### src/rtl/meas_seq_pkg.sv
package meas_seq_pkg;

  localparam int CH_W = 3;
  localparam int NCH  = 7;

  typedef enum logic [CH_W-1:0] {
    CH_VDD  = 3'd0,
    CH_TINT = 3'd1,
    CH_TREM = 3'd2,
    CH_AIN1 = 3'd3,
    CH_AIN2 = 3'd4,
    CH_AIN3 = 3'd5,
    CH_AIN4 = 3'd6
  } chan_e;

  typedef enum logic {S_IDLE = 1'b0, S_RUN = 1'b1} seq_st_e;

  // successor in the round-robin list
  function automatic chan_e rr_next(chan_e cur, logic diode, logic skip3);
    case (cur)
      CH_VDD:           rr_next = CH_TINT;
      CH_TINT:          rr_next = diode ? CH_TREM : CH_AIN1;
      CH_AIN1:          rr_next = CH_AIN2;
      CH_TREM, CH_AIN2: rr_next = skip3 ? CH_AIN4 : CH_AIN3;
      CH_AIN3:          rr_next = CH_AIN4;
      default:          rr_next = CH_VDD;
    endcase
  endfunction

  // out-of-range codes fall back to the supply channel
  function automatic chan_e legal_chan(logic [CH_W-1:0] code);
    legal_chan = (code > 3'd6) ? CH_VDD : chan_e'(code);
  endfunction

endpackage

### src/rtl/seq_step.sv
module seq_step
  import meas_seq_pkg::*;
(
  input  chan_e             cur,
  input  logic              pair_is_diode,
  input  logic              pin3_is_load,
  input  logic              single_mode,
  input  logic [CH_W-1:0]   single_sel,
  output chan_e             first_ch,
  output chan_e             nxt_ch,
  output logic              wrap
);
  always_comb begin
    first_ch = single_mode ? legal_chan(single_sel) : CH_VDD;
    nxt_ch   = single_mode ? legal_chan(single_sel)
                           : rr_next(cur, pair_is_diode, pin3_is_load);
    wrap     = !single_mode && (cur == CH_AIN4);
  end
endmodule

### src/rtl/conv_timer.sv
module conv_timer #(
  parameter int LAT_SLOW_STD = 8,
  parameter int LAT_SLOW_REM = 16,
  parameter int LAT_FAST_STD = 2,
  parameter int LAT_FAST_REM = 5,
  localparam int LAT_MAX = (LAT_SLOW_REM > LAT_SLOW_STD) ? LAT_SLOW_REM : LAT_SLOW_STD,
  localparam int CNT_W   = $clog2(LAT_MAX + 1)
) (
  input  logic clk,
  input  logic rst_n,
  input  logic load,
  input  logic remote,
  input  logic fast,
  output logic busy,
  output logic expire
);
  logic [CNT_W-1:0] cnt_q;

  function automatic logic [CNT_W-1:0] lat_m1(logic rem, logic f);
    int l;
    if (f) l = rem ? LAT_FAST_REM : LAT_FAST_STD;
    else   l = rem ? LAT_SLOW_REM : LAT_SLOW_STD;
    lat_m1 = CNT_W'(l - 1);
  endfunction

  assign expire = busy && (cnt_q == '0);

  always_ff @(posedge clk) begin
    if (!rst_n) begin
      busy  <= 1'b0;
      cnt_q <= '0;
    end else if (load) begin
      busy  <= 1'b1;
      cnt_q <= lat_m1(remote, fast);
    end else if (busy) begin
      if (cnt_q == '0) busy <= 1'b0;
      else             cnt_q <= cnt_q - 1'b1;
    end
  end

  // a new conversion is never launched over one still running
  assert_load_free_R6: assert property (@(posedge clk) disable iff (!rst_n)
    load |-> (!busy || expire));
endmodule

### src/rtl/avg_accum.sv
module avg_accum #(
  parameter int RES_W   = 10,
  parameter int AVG_LOG = 4,
  localparam int ACC_W  = RES_W + AVG_LOG,
  localparam int ACC_MAX = ((1 << AVG_LOG) - 1) * ((1 << RES_W) - 1)
) (
  input  logic             clk,
  input  logic             rst_n,
  input  logic             clr,
  input  logic             take,
  input  logic             en,
  input  logic [RES_W-1:0] sample,
  output logic             wr,
  output logic [RES_W-1:0] val
);
  logic [ACC_W-1:0]   acc_q;
  logic [AVG_LOG-1:0] n_q;
  logic [ACC_W-1:0]   sum;
  logic               last;

  function automatic logic [RES_W-1:0] mean_of(logic [ACC_W-1:0] s);
    mean_of = s[ACC_W-1:AVG_LOG];
  endfunction

  assign last = (n_q == '1);
  assign sum  = acc_q + ACC_W'(sample);
  assign wr   = take && (!en || last);
  assign val  = en ? mean_of(sum) : sample;

  always_ff @(posedge clk) begin
    if (!rst_n || clr) begin
      acc_q <= '0;
      n_q   <= '0;
    end else if (take && en) begin
      if (last) begin
        acc_q <= '0;
        n_q   <= '0;
      end else begin
        acc_q <= sum;
        n_q   <= n_q + 1'b1;
      end
    end
  end

  // the partial sum never exceeds fifteen full-scale samples
  assert_no_overflow_R8: assert property (@(posedge clk) disable iff (!rst_n)
    acc_q <= ACC_W'(ACC_MAX));
  // an empty sample count always comes with an empty sum
  assert_empty_sum_R8: assert property (@(posedge clk) disable iff (!rst_n)
    (n_q == '0) |-> (acc_q == '0));
endmodule

### src/rtl/result_bank.sv
module result_bank
  import meas_seq_pkg::*;
#(
  parameter int RES_W = 10
) (
  input  logic                 clk,
  input  logic                 rst_n,
  input  logic                 we,
  input  chan_e                ch,
  input  logic [RES_W-1:0]     din,
  output logic [NCH*RES_W-1:0] flat
);
  for (genvar i = 0; i < NCH; i++) begin : g_slot
    logic [RES_W-1:0] r_q;
    always_ff @(posedge clk) begin
      if (!rst_n)                        r_q <= '0;
      else if (we && (ch == chan_e'(i))) r_q <= din;
    end
    assign flat[i*RES_W +: RES_W] = r_q;
  end

  // value registers only move on a write
  assert_hold_R11: assert property (@(posedge clk) disable iff (!rst_n)
    !we |=> $stable(flat));
endmodule

### src/rtl/meas_sequencer.sv
module meas_sequencer
  import meas_seq_pkg::*;
#(
  parameter int RES_W        = 10,
  parameter int AVG_LOG      = 4,
  parameter int LAT_SLOW_STD = 8,
  parameter int LAT_SLOW_REM = 16,
  parameter int LAT_FAST_STD = 2,
  parameter int LAT_FAST_REM = 5
) (
  input  logic                 clk,
  input  logic                 rst_n,
  input  logic                 pair_is_diode,
  input  logic                 pin3_is_load,
  input  logic                 fast_mode,
  input  logic                 avg_en,
  input  logic                 single_mode,
  input  logic [2:0]           single_sel,
  input  logic                 standby,
  input  logic [RES_W-1:0]     conv_data,
  output logic                 conv_start,
  output logic [2:0]           conv_sel,
  output logic                 res_we,
  output logic [2:0]           res_ch,
  output logic                 cycle_done,
  output logic [NCH*RES_W-1:0] chan_results
);
  seq_st_e          st_q;
  chan_e            cur_q, first_ch, nxt_ch, launch_ch;
  logic             wrap, launch_go;
  logic             t_busy, t_expire;
  logic             acc_wr;
  logic [RES_W-1:0] acc_val;

  seq_step u_step (
    .cur(cur_q), .pair_is_diode(pair_is_diode), .pin3_is_load(pin3_is_load),
    .single_mode(single_mode), .single_sel(single_sel),
    .first_ch(first_ch), .nxt_ch(nxt_ch), .wrap(wrap)
  );

  // launch decision: leave idle, or chain the next conversion
  always_comb begin
    if (st_q == S_IDLE) begin
      launch_go = !standby;
      launch_ch = first_ch;
    end else begin
      launch_go = t_expire && !standby;
      launch_ch = acc_wr ? nxt_ch : cur_q;
    end
  end

  conv_timer #(
    .LAT_SLOW_STD(LAT_SLOW_STD), .LAT_SLOW_REM(LAT_SLOW_REM),
    .LAT_FAST_STD(LAT_FAST_STD), .LAT_FAST_REM(LAT_FAST_REM)
  ) u_timer (
    .clk(clk), .rst_n(rst_n), .load(launch_go),
    .remote(launch_ch == CH_TREM), .fast(fast_mode),
    .busy(t_busy), .expire(t_expire)
  );

  avg_accum #(.RES_W(RES_W), .AVG_LOG(AVG_LOG)) u_avg (
    .clk(clk), .rst_n(rst_n), .clr(st_q == S_IDLE), .take(t_expire),
    .en(avg_en), .sample(conv_data), .wr(acc_wr), .val(acc_val)
  );

  result_bank #(.RES_W(RES_W)) u_bank (
    .clk(clk), .rst_n(rst_n), .we(acc_wr), .ch(cur_q), .din(acc_val),
    .flat(chan_results)
  );

  always_ff @(posedge clk) begin
    if (!rst_n) begin
      st_q       <= S_IDLE;
      cur_q      <= CH_VDD;
      conv_start <= 1'b0;
      res_we     <= 1'b0;
      res_ch     <= '0;
      cycle_done <= 1'b0;
    end else begin
      conv_start <= launch_go;
      res_we     <= acc_wr;
      cycle_done <= acc_wr && wrap;
      if (acc_wr)    res_ch <= cur_q;
      if (launch_go) cur_q  <= launch_ch;
      if (st_q == S_IDLE && !standby)               st_q <= S_RUN;
      else if (st_q == S_RUN && t_expire && standby) st_q <= S_IDLE;
    end
  end

  assign conv_sel = cur_q;

  // the pass flag only accompanies the write of the last channel
  assert_pass_end_R9: assert property (@(posedge clk) disable iff (!rst_n)
    cycle_done |-> (res_we && res_ch == 3'd6));
  // once halted, no conversion is left running
  assert_idle_quiet_R10: assert property (@(posedge clk) disable iff (!rst_n)
    (st_q == S_IDLE) |-> !t_busy);
  // no pass flag in single mode
  assert_single_nowrap_R5: assert property (@(posedge clk) disable iff (!rst_n)
    (single_mode && $past(single_mode)) |-> !cycle_done);
endmodule

### config.mk
export PLATFORM = sky130hd
export DESIGN_NAME = meas_sequencer
export DESIGN_NICKNAME = d
export VERILOG_FILES = /design/src/rtl/meas_seq_pkg.sv /design/src/rtl/seq_step.sv /design/src/rtl/conv_timer.sv /design/src/rtl/avg_accum.sv /design/src/rtl/result_bank.sv /design/src/rtl/meas_sequencer.sv
export SDC_FILE = /design/constraint.sdc
export NUM_CORES = 1
export LEC_CHECK = 0
export BUFFER_PORTS_ARGS = -buffer_cell sky130_fd_sc_hd__buf_4
export CAP_MARGIN = 20
export CELL_PAD_IN_SITES_DETAIL_PLACEMENT = 1
export CELL_PAD_IN_SITES_GLOBAL_PLACEMENT = 1
export CORE_UTILIZATION = 35
export DETAILED_ROUTE_END_ITERATION = 8
export HOLD_SLACK_MARGIN = 0.08
export PLACE_DENSITY_LB_ADDON = 0.1
export SLEW_MARGIN = 30
export SYNTH_ARGS = -nofsm -noshare
export SYNTH_HDL_FRONTEND = slang
export SYNTH_HIERARCHICAL = 1
export SYNTH_SLANG_ARGS = --single-unit
export TNS_END_PERCENT = 5
### constraint.sdc
create_clock -name clk -period 3.4 [get_ports clk]
set_clock_uncertainty 0.1 [all_clocks]
set_input_delay 0.68 -clock clk [delete_from_list [all_inputs] [get_ports clk]]
set_output_delay 0.68 -clock clk [all_outputs]
set_load 0.05 [all_outputs]
==> reports/results.tsv, run 1 <==
metric	value	unit
placed cell area	5640	um^2
setup bufs post-CTS	0	
GP Congestion	0.8202	
H-tree Lvls	3	
num rows	42	
final setup TNS	0	ns
post-CTS resize count	0	
crit path time final	2.947	ns
Switching Power	687.4	uW
met3 WL post-DR	517	um
FFs w/ async S/R, synth	0	%
overall power	2600	uW
Post-Synthesis Cells	503	
max layer used	met4	
CTS root buffer	clkbuf_16	
Worst-Skew Late Latency	0.34	ns
Hold Crit Class	register to register	
Final HPWL DP	9.703	mm
# setup viols final	0	
share of cells above drive strength 1	23.42	%
sequential group share of total power	48.2	%
slowest stage cell on the critical path	fa_1	
core area	13190	um^2
internal power	1913	uW
Routed Antenna Nets	0	
worst path bufs/invs	2	
final period utilization	86.68	%
design area	5952	um^2
EDFF count, synth	0	
# diodes	0	
CP cell instances	buf_4, ha_1, inv_1, fa_1, nand2b_1, a21oi_1, o21a_1, nor2_1, xnor2_1, mux2_2, nand2_1, mux2i_1	
crit path launch type	input pin	
Slew Limit Fails	0	
synth warn	6	
Synth Flop Type	dfxtp_1	
DRC	0	
Via density	5.030	
Layout area overhead	25.78	%
Cell Pwr Density	436.9	nW/um^2
syn avg cell area	9.408	um^2
Horiz. Die Dim	118.3	um
clk buf depth	2	
Mapped Area	4732	um^2
CTS tree	yes	
Clk pwr share	42.4	%
vias in the first global route	4006	
# clock sinks	104	
post-synth cell types	63	
vias	3913	
RSZ-0062 raised after global routing	no	
detailed route wirelength on metal2	6.363	mm
total routed wirelength	13.50	mm
input/output buffers	99	
LEAKAGE	0.002733	uW
Fin Hold WS	0.3627	ns
Final Hold Fails	0	
Routed WL per cell	17.35	um
die height	118.3	um
Comb pwr share	9.4	%
CP top delay family	simple AND/OR/NAND/NOR gates	
Fmax	339.3	MHz
Sw Ratio	26.44	%
initial antenna violation count	0	
hold buffer count at CTS	0	
Starting Density	35.88	%
Largest stage delay, worst path	0.38	ns
Least-Margin Pin Slew	0.7109	ns
worst endpoint required time	3.56	ns
Seq cells post-synth	104	
Max Fanout on Critical Path	7	
grt ovf	0	
max cap viols	0	
clock transition at the registers of the reported paths	0.08	ns
total CTS buffers	9	
met1 wire length	6.508	mm
Top Ports	100	
maximum VDD drop	0.1913	mV
largest net degree at the start of global routing	63	
Net Count, Synth	537	
crit path kind	input pin to register	
slew margin rel.	52.61	%
Seq/Total Area, Yosys	44.00	%
Final nets	631	
CP endpoint kind	register	
status	complete, no violations	
total track usage	19.82	%
Starting DRT DRC Count	184	
global-route wire length before repair	21.62	mm
fill count	1551	
Critical Path AT	3.11	ns
Detailed Routing Iterations Pass 1	6	
die area	13990	um^2
path summary, 6_finish.rpt:
kind | startpoint | end | slack [ns] | cells after the start
max | conv_data[0] | u_bank/g_slot[2].r_q[2] | 0.45 | 12
min | u_bank/g_slot[2].r_q[7] | u_bank/g_slot[2].r_q[7] | 0.36 | 2
max reg2reg | u_avg/acc_q[0] | u_bank/g_slot[2].r_q[2] | 0.53 | 11
min reg2reg | u_bank/g_slot[2].r_q[7] | u_bank/g_slot[2].r_q[7] | 0.36 | 2
flip-flops by register name (all words and copies together), names as in the netlist, 3 cells and up:
register           cells
u_avg/acc_q           14
u_bank/g_slot.r_q     70
u_timer/cnt_q          5
conv_sel               3
u_avg/n_q              4
res_ch                 3
synth_stat cells (2+ instances only):
| library cell | count | area (um^2) |
|---|---|---|
| o2bb2ai_1 | 2 | 17.52 |
| ha_1 | 12 | 150.1 |
| xnor2_1 | 8 | 70.07 |
| a21boi_0 | 2 | 15.01 |
| a21o_1 | 4 | 30.03 |
| dfxtp_1 | 104 | 2082 |
| buf_2 | 9 | 45.04 |
| o21a_1 | 3 | 22.52 |
| and2_1 | 3 | 18.77 |
| nor2_1 | 26 | 97.59 |
| mux2_2 | 5 | 56.30 |
| inv_1 | 13 | 48.80 |
| a211oi_1 | 4 | 30.03 |
| nand4_1 | 3 | 18.77 |
| a22oi_1 | 4 | 30.03 |
| nand4b_1 | 4 | 35.03 |
| o311a_1 | 2 | 20.02 |
| nor3_1 | 4 | 20.02 |
| o21bai_1 | 2 | 15.01 |
| xor2_1 | 4 | 35.03 |
| nand2_1 | 103 | 386.6 |
| buf_6 | 2 | 22.52 |
| and4bb_1 | 2 | 25.02 |
| nand2b_1 | 7 | 43.79 |
| nor2b_1 | 3 | 18.77 |
| nand3_1 | 7 | 35.03 |
| mux2i_1 | 75 | 750.7 |
| a22o_1 | 3 | 26.28 |
| o21ai_0 | 8 | 40.04 |
| nand3b_1 | 2 | 15.01 |
| a21oi_1 | 25 | 125.1 |
| clkbuf_1 | 12 | 45.04 |
| clkbuf_2 | 2 | 10.01 |
| or3_1 | 3 | 18.77 |
| or3_2 | 2 | 15.01 |
| o21ai_1 | 2 | 10.01 |
layout by cell type (no fill, tap or decap), types with 2 or more instances in the layout:
master	instances
a211oi_1	4
a21o_1	4
a21oi_1	25
a22o_1	3
a22oi_1	4
and2_1	3
and4bb_1	2
buf_4	108
clkbuf_16	9
dfxtp_1	104
ha_1	12
inv_1	13
inv_6	2
inv_8	3
mux2_2	5
mux2i_1	75
nand2_1	103
nand2b_1	7
nand3_1	7
nand3b_1	2
nand4_1	3
nand4b_1	4
nor2_1	26
nor2b_1	3
nor3_1	4
o21a_1	3
o21ai_0	8
o21ai_1	2
o21bai_1	2
o2bb2ai_1	2
o311a_1	2
or3_1	3
or3_2	2
xnor2_1	8
xor2_1	4
kinds of logic after synthesis:
logic type / after synthesis / share of synthesized area (%)
and+or+nand+nor: 179 / 17.74
DFF: 104 / 44.00
muxes: 82 / 17.85
AOI/OAI and AO/OA: 74 / 10.74
buffers and inverters: 38 / 3.622
adders and majority gates: 14 / 3.834
xor gates and xnor gates: 12 / 2.221
layer usage:
layer / GRT usage [%] / vias up
li1: - / 1944
met1: 26.29 / 1891
met2: 32.94 / 70
met3: 3.571 / 8
met4: 5.288 / 0
met5: 0 / -
worst reg2reg max path, cell delays in order, from the launching register on:
cell      delay (ns)
dfxtp_1         0.34
ha_1            0.18
inv_1           0.06
fa_1            0.38
nand2b_1        0.23
a21oi_1         0.22
o21a_1          0.18
nor2_1          0.06
xnor2_1         0.28
mux2_2          0.22
nand2_1         0.26
mux2i_1         0.28
power by group through the flow:
| stage | clock network, uW | logic, uW | registers [uW] |
|---|---|---|---|
| 2_1_floorplan | 0 | 141 | 1300 |
| 3_3_place_gp | 0 | 243 | 1280 |
| 3_5_place_dp | 0 | 248 | 1280 |
| 4_1_cts | 1140 | 249 | 1250 |
| 5_1_grt | 1180 | 267 | 1260 |
| 6_report | 1100 | 245 | 1250 |
per-stage QoR:
step                util [%]  setup slack (ns)  instances
floorplan                  -            0.6073        503
global placement       42.76            0.2094        762
detailed placement     42.76            0.1938        762
CTS                    45.12            0.5149        778
global route           45.12            0.3078        778
finish                 45.12            0.4528        778
area by class of cell:
class / count / area [um^2] / share of cell area [%]
Clock buffer: 9 / 225.2 / 3.784
Clock inverter: 7 / 86.33 / 1.450
Inverter: 13 / 48.80 / 0.8198
Multi-Input combinational cell: 361 / 2479 / 41.64
Sequential cell: 104 / 2082 / 34.98
Tap cell: 176 / 220.2 / 3.700
Timing Repair Buffer: 108 / 810.8 / 13.62
(Power assumes the default switching activity.)
==> inputs of run 2 (changes only) <==
ABC_AREA = 1   (was not set)
==> run 2 against run 1 <==
  * Non-clock buffer count decreased by 2
  * Hold slack improved by 0.017 ns
  * Register-to-register slack improved by 0.17 ns
  * Wire length increased by 23%
  * Critical endpoint is now u_timer/cnt_q[0]
==> reports/results.tsv, run 2 <==
metric	value	unit	change
status	complete, no violations		
Final HPWL DP	12.23	mm	+26%
total routed wirelength	16.57	mm	+23%
GP Congestion	0.8338		+1.7%
Post-Synthesis Cells	809		+61%
Sw Ratio	32.04	%	+5.6 points
grt ovf	0		unchanged
most frequent cells in the layout	nand2_1, nor2_1, nand3_1		
Max Fanout on Critical Path	14		+7
CP most frequent cell	nor2_1		
Top Ports	100		unchanged
num rows	44		+4.8%
CTS tree	yes		
input/output buffers	99		unchanged
post-CTS resize count	0		unchanged
LEAKAGE	0.003057	uW	+12%
setup bufs post-CTS	0		unchanged
max FFs per register	70		unchanged
global-route wire length before repair	27.19	mm	+26%
DRC	0		unchanged
Horiz. Die Dim	124.5	um	+5.2%
total CTS buffers	9		unchanged
Least-Margin Pin Slew	0.7379	ns	+0.02705 ns
Final Hold Fails	0		unchanged
slew margin rel.	50.69	%	-1.9 points
Final nets	933		+48%
Worst-Skew Late Latency	0.35	ns	about the same
CTS root buffer	clkbuf_16		
worst endpoint required time	3.55	ns	about the same
vias	5351		+37%
final period utilization	79.33	%	-7.3 points
Mapped Area	5249	um^2	+11%
Switching Power	901.0	uW	+31%
share of cells above drive strength 1	16.92	%	-6.5 points
Slew Limit Fails	0		unchanged
Synth Flop Type	dfxtp_1		
Comb pwr share	18.4	%	+9.0 points
RSZ-0062 raised after global routing	no		
H-tree Lvls	3		unchanged
die height	124.5	um	+5.2%
Fmax	370.7	MHz	+9.3%
clock transition at the registers of the reported paths	0.07	ns	about the same
fill count	1945		+25%
CP cell instances	inv_1, ha_1, nand3_2, nor2_1, a21boi_0, buf_4, inv_1, nand2_1, nand3_1, nand2_2, nand2_2, nor2_2, nand2_1, nor2_1, nor2_1, nand3_1, a21boi_2		
Routed WL per cell	15.23	um	-12%
maximum VDD drop	0.2011	mV	+5.1%
Largest stage delay, worst path	0.30	ns	-0.08 ns
largest reg by FF count	u_bank/g_slot.r_q		
hold buffer count at CTS	0		unchanged
internal power	1911	uW	-0.10%
clk buf depth	2		unchanged
Seq cells post-synth	104		unchanged
Detailed Routing Iterations Pass 1	4		-2
Synth top cells by count	nand2_1, nor2_1, nand3_1		
Hold Crit Class	register to register		
top cells by area, synth	dfxtp_1, nand2_1, nor2_1		
FFs w/ async S/R, synth	0	%	unchanged
cell with the most instances after synthesis	nand2_1		
Hold Path Stages	2		unchanged
core area	14590	um^2	+11%
Starting DRT DRC Count	297		+61%
Critical Path AT	2.84	ns	-0.27 ns
die area	15490	um^2	+11%
initial antenna violation count	0		unchanged
biggest regs	u_bank/g_slot.r_q (70), u_avg/acc_q (14), u_timer/cnt_q (5)		
post-synth top area cell	dfxtp_1		
crit path kind	register to register		
Layout area overhead	22.48	%	
# setup viols final	0		unchanged
sequential group share of total power	45.9	%	-2.3 points
Routed Antenna Nets	0		unchanged
Cell Pwr Density	437.4	nW/um^2	+0.12%
top cell type's share of synthesized area	39.67	%	-4.3 points
commonest non-fill, non-tap cell in the layout	nand2_1		
Net Count, Synth	843		+57%
crit path launch type	register		
max cap viols	0		unchanged
Clk pwr share	35.7	%	-6.7 points
# diodes	0		unchanged
syn avg cell area	6.488	um^2	-31%
slowest stage cell on the critical path	dfxtp_1		
synth warn	6		unchanged
final setup TNS	0	ns	unchanged
EDFF count, synth	0		unchanged
CP endpoint kind	register		
CP top delay family	simple AND/OR/NAND/NOR gates		
total track usage	21.97	%	+2.2 points
worst path bufs/invs	3		+1
Starting Density	35.98	%	+0.10 points
post-synth cell types	37		-41%
Worst R2R Path Depth	17		+6
final cell count without fillers	1088		+40%
dpl cells	1072		+41%
crit path time final	2.697	ns	-0.2498 ns
vias in the first global route	5489		+37%
largest net degree at the start of global routing	61		-3.2%
Crit path depth	17		+5
Via density	4.918		-2.2%
# clock sinks	104		unchanged
Seq/Total Area, Yosys	39.67	%	-4.3 points
-- run 2: cell types whose count changed after synthesis, sizes merged, moves of 13 or more --
cell and delta:
nand2 +119, mux2i -76, nor2 +158, buf +13, inv +70, nand3 +106
-- run 2: power groups by stage --
stage / registers (uW) / logic, uW / clock network (uW)
global route: 1300 / 572 / 1090
global placement: 1320 / 502 / 0
floorplan: 1370 / 303 / 0
detailed placement: 1320 / 521 / 0
CTS: 1290 / 523 / 1040
finish: 1290 / 518 / 1000
-- run 2: path summary, 6_finish.rpt --
kind / from / end / slack [ns]
setup / recovery: u_timer/cnt_q[0] / u_timer/cnt_q[0] / 0.70
setup reg to reg: u_timer/cnt_q[0] / u_timer/cnt_q[0] / 0.70
hold reg to reg: u_timer/cnt_q[4] / u_timer/cnt_q[4] / 0.38
hold / removal: u_timer/cnt_q[4] / u_timer/cnt_q[4] / 0.38
-- run 2: routing by layer --
metal	part of all wire (%)	GRT usage (%)
met5	0	0
met4	1.2	5.953
met3	2.8	4.167
met2	50	38.93
met1	46	26.96
-- run 2: per-stage QoR --
stage | hold WS [ns] | setup WS (ns) | util, % | instance area [um^2] | power [uW]
floorplan | 0.3360 | 1.028 | - | 5249 | 1675
global placement | 0.3485 | 0.6051 | 42.14 | 6148 | 1820
detailed placement | 0.3734 | 0.5189 | 42.14 | 6148 | 1842
CTS | 0.3835 | 0.7094 | 44.07 | 6429 | 2853
global route | 0.4024 | 0.4482 | 44.07 | 6429 | 2957
finish | 0.3800 | 0.7026 | 44.07 | 6429 | 2812
-- run 2: logic make-up after synthesis --
group                      after synthesis  synth area share [%]
DFF                                    104                 39.67
buffers and inverters                  112                 8.582
AOI/OAI and AO/OA                       41                 4.601
xor gates and xnor gates                 5                0.8343
adders and majority gates               13                 3.242
and+or+nand+nor                        534                 43.08
-- run 2: area by class of cell --
type	count	area, um^2	area share [%]
multi-input cells	593	2719	42.29
flip-flops and latches	104	2082	32.39
repair buffers	106	795.8	12.38
inverters	85	321.6	5.002
well taps	184	230.2	3.581
clock buffers	9	225.2	3.503
clock inverters	7	55.05	0.8564
-- run 2: worst reg2reg max path: cells and delay by family, from the launching register on --
| kind | cells | cell delay [ns] |
|---|---|---|
| fa+ha+maj | 1 | 0.29 |
| simple gates | 11 | 1.17 |
| compound gates | 2 | 0.28 |
| buf+inv | 3 | 0.45 |
| flops | 1 | 0.30 |
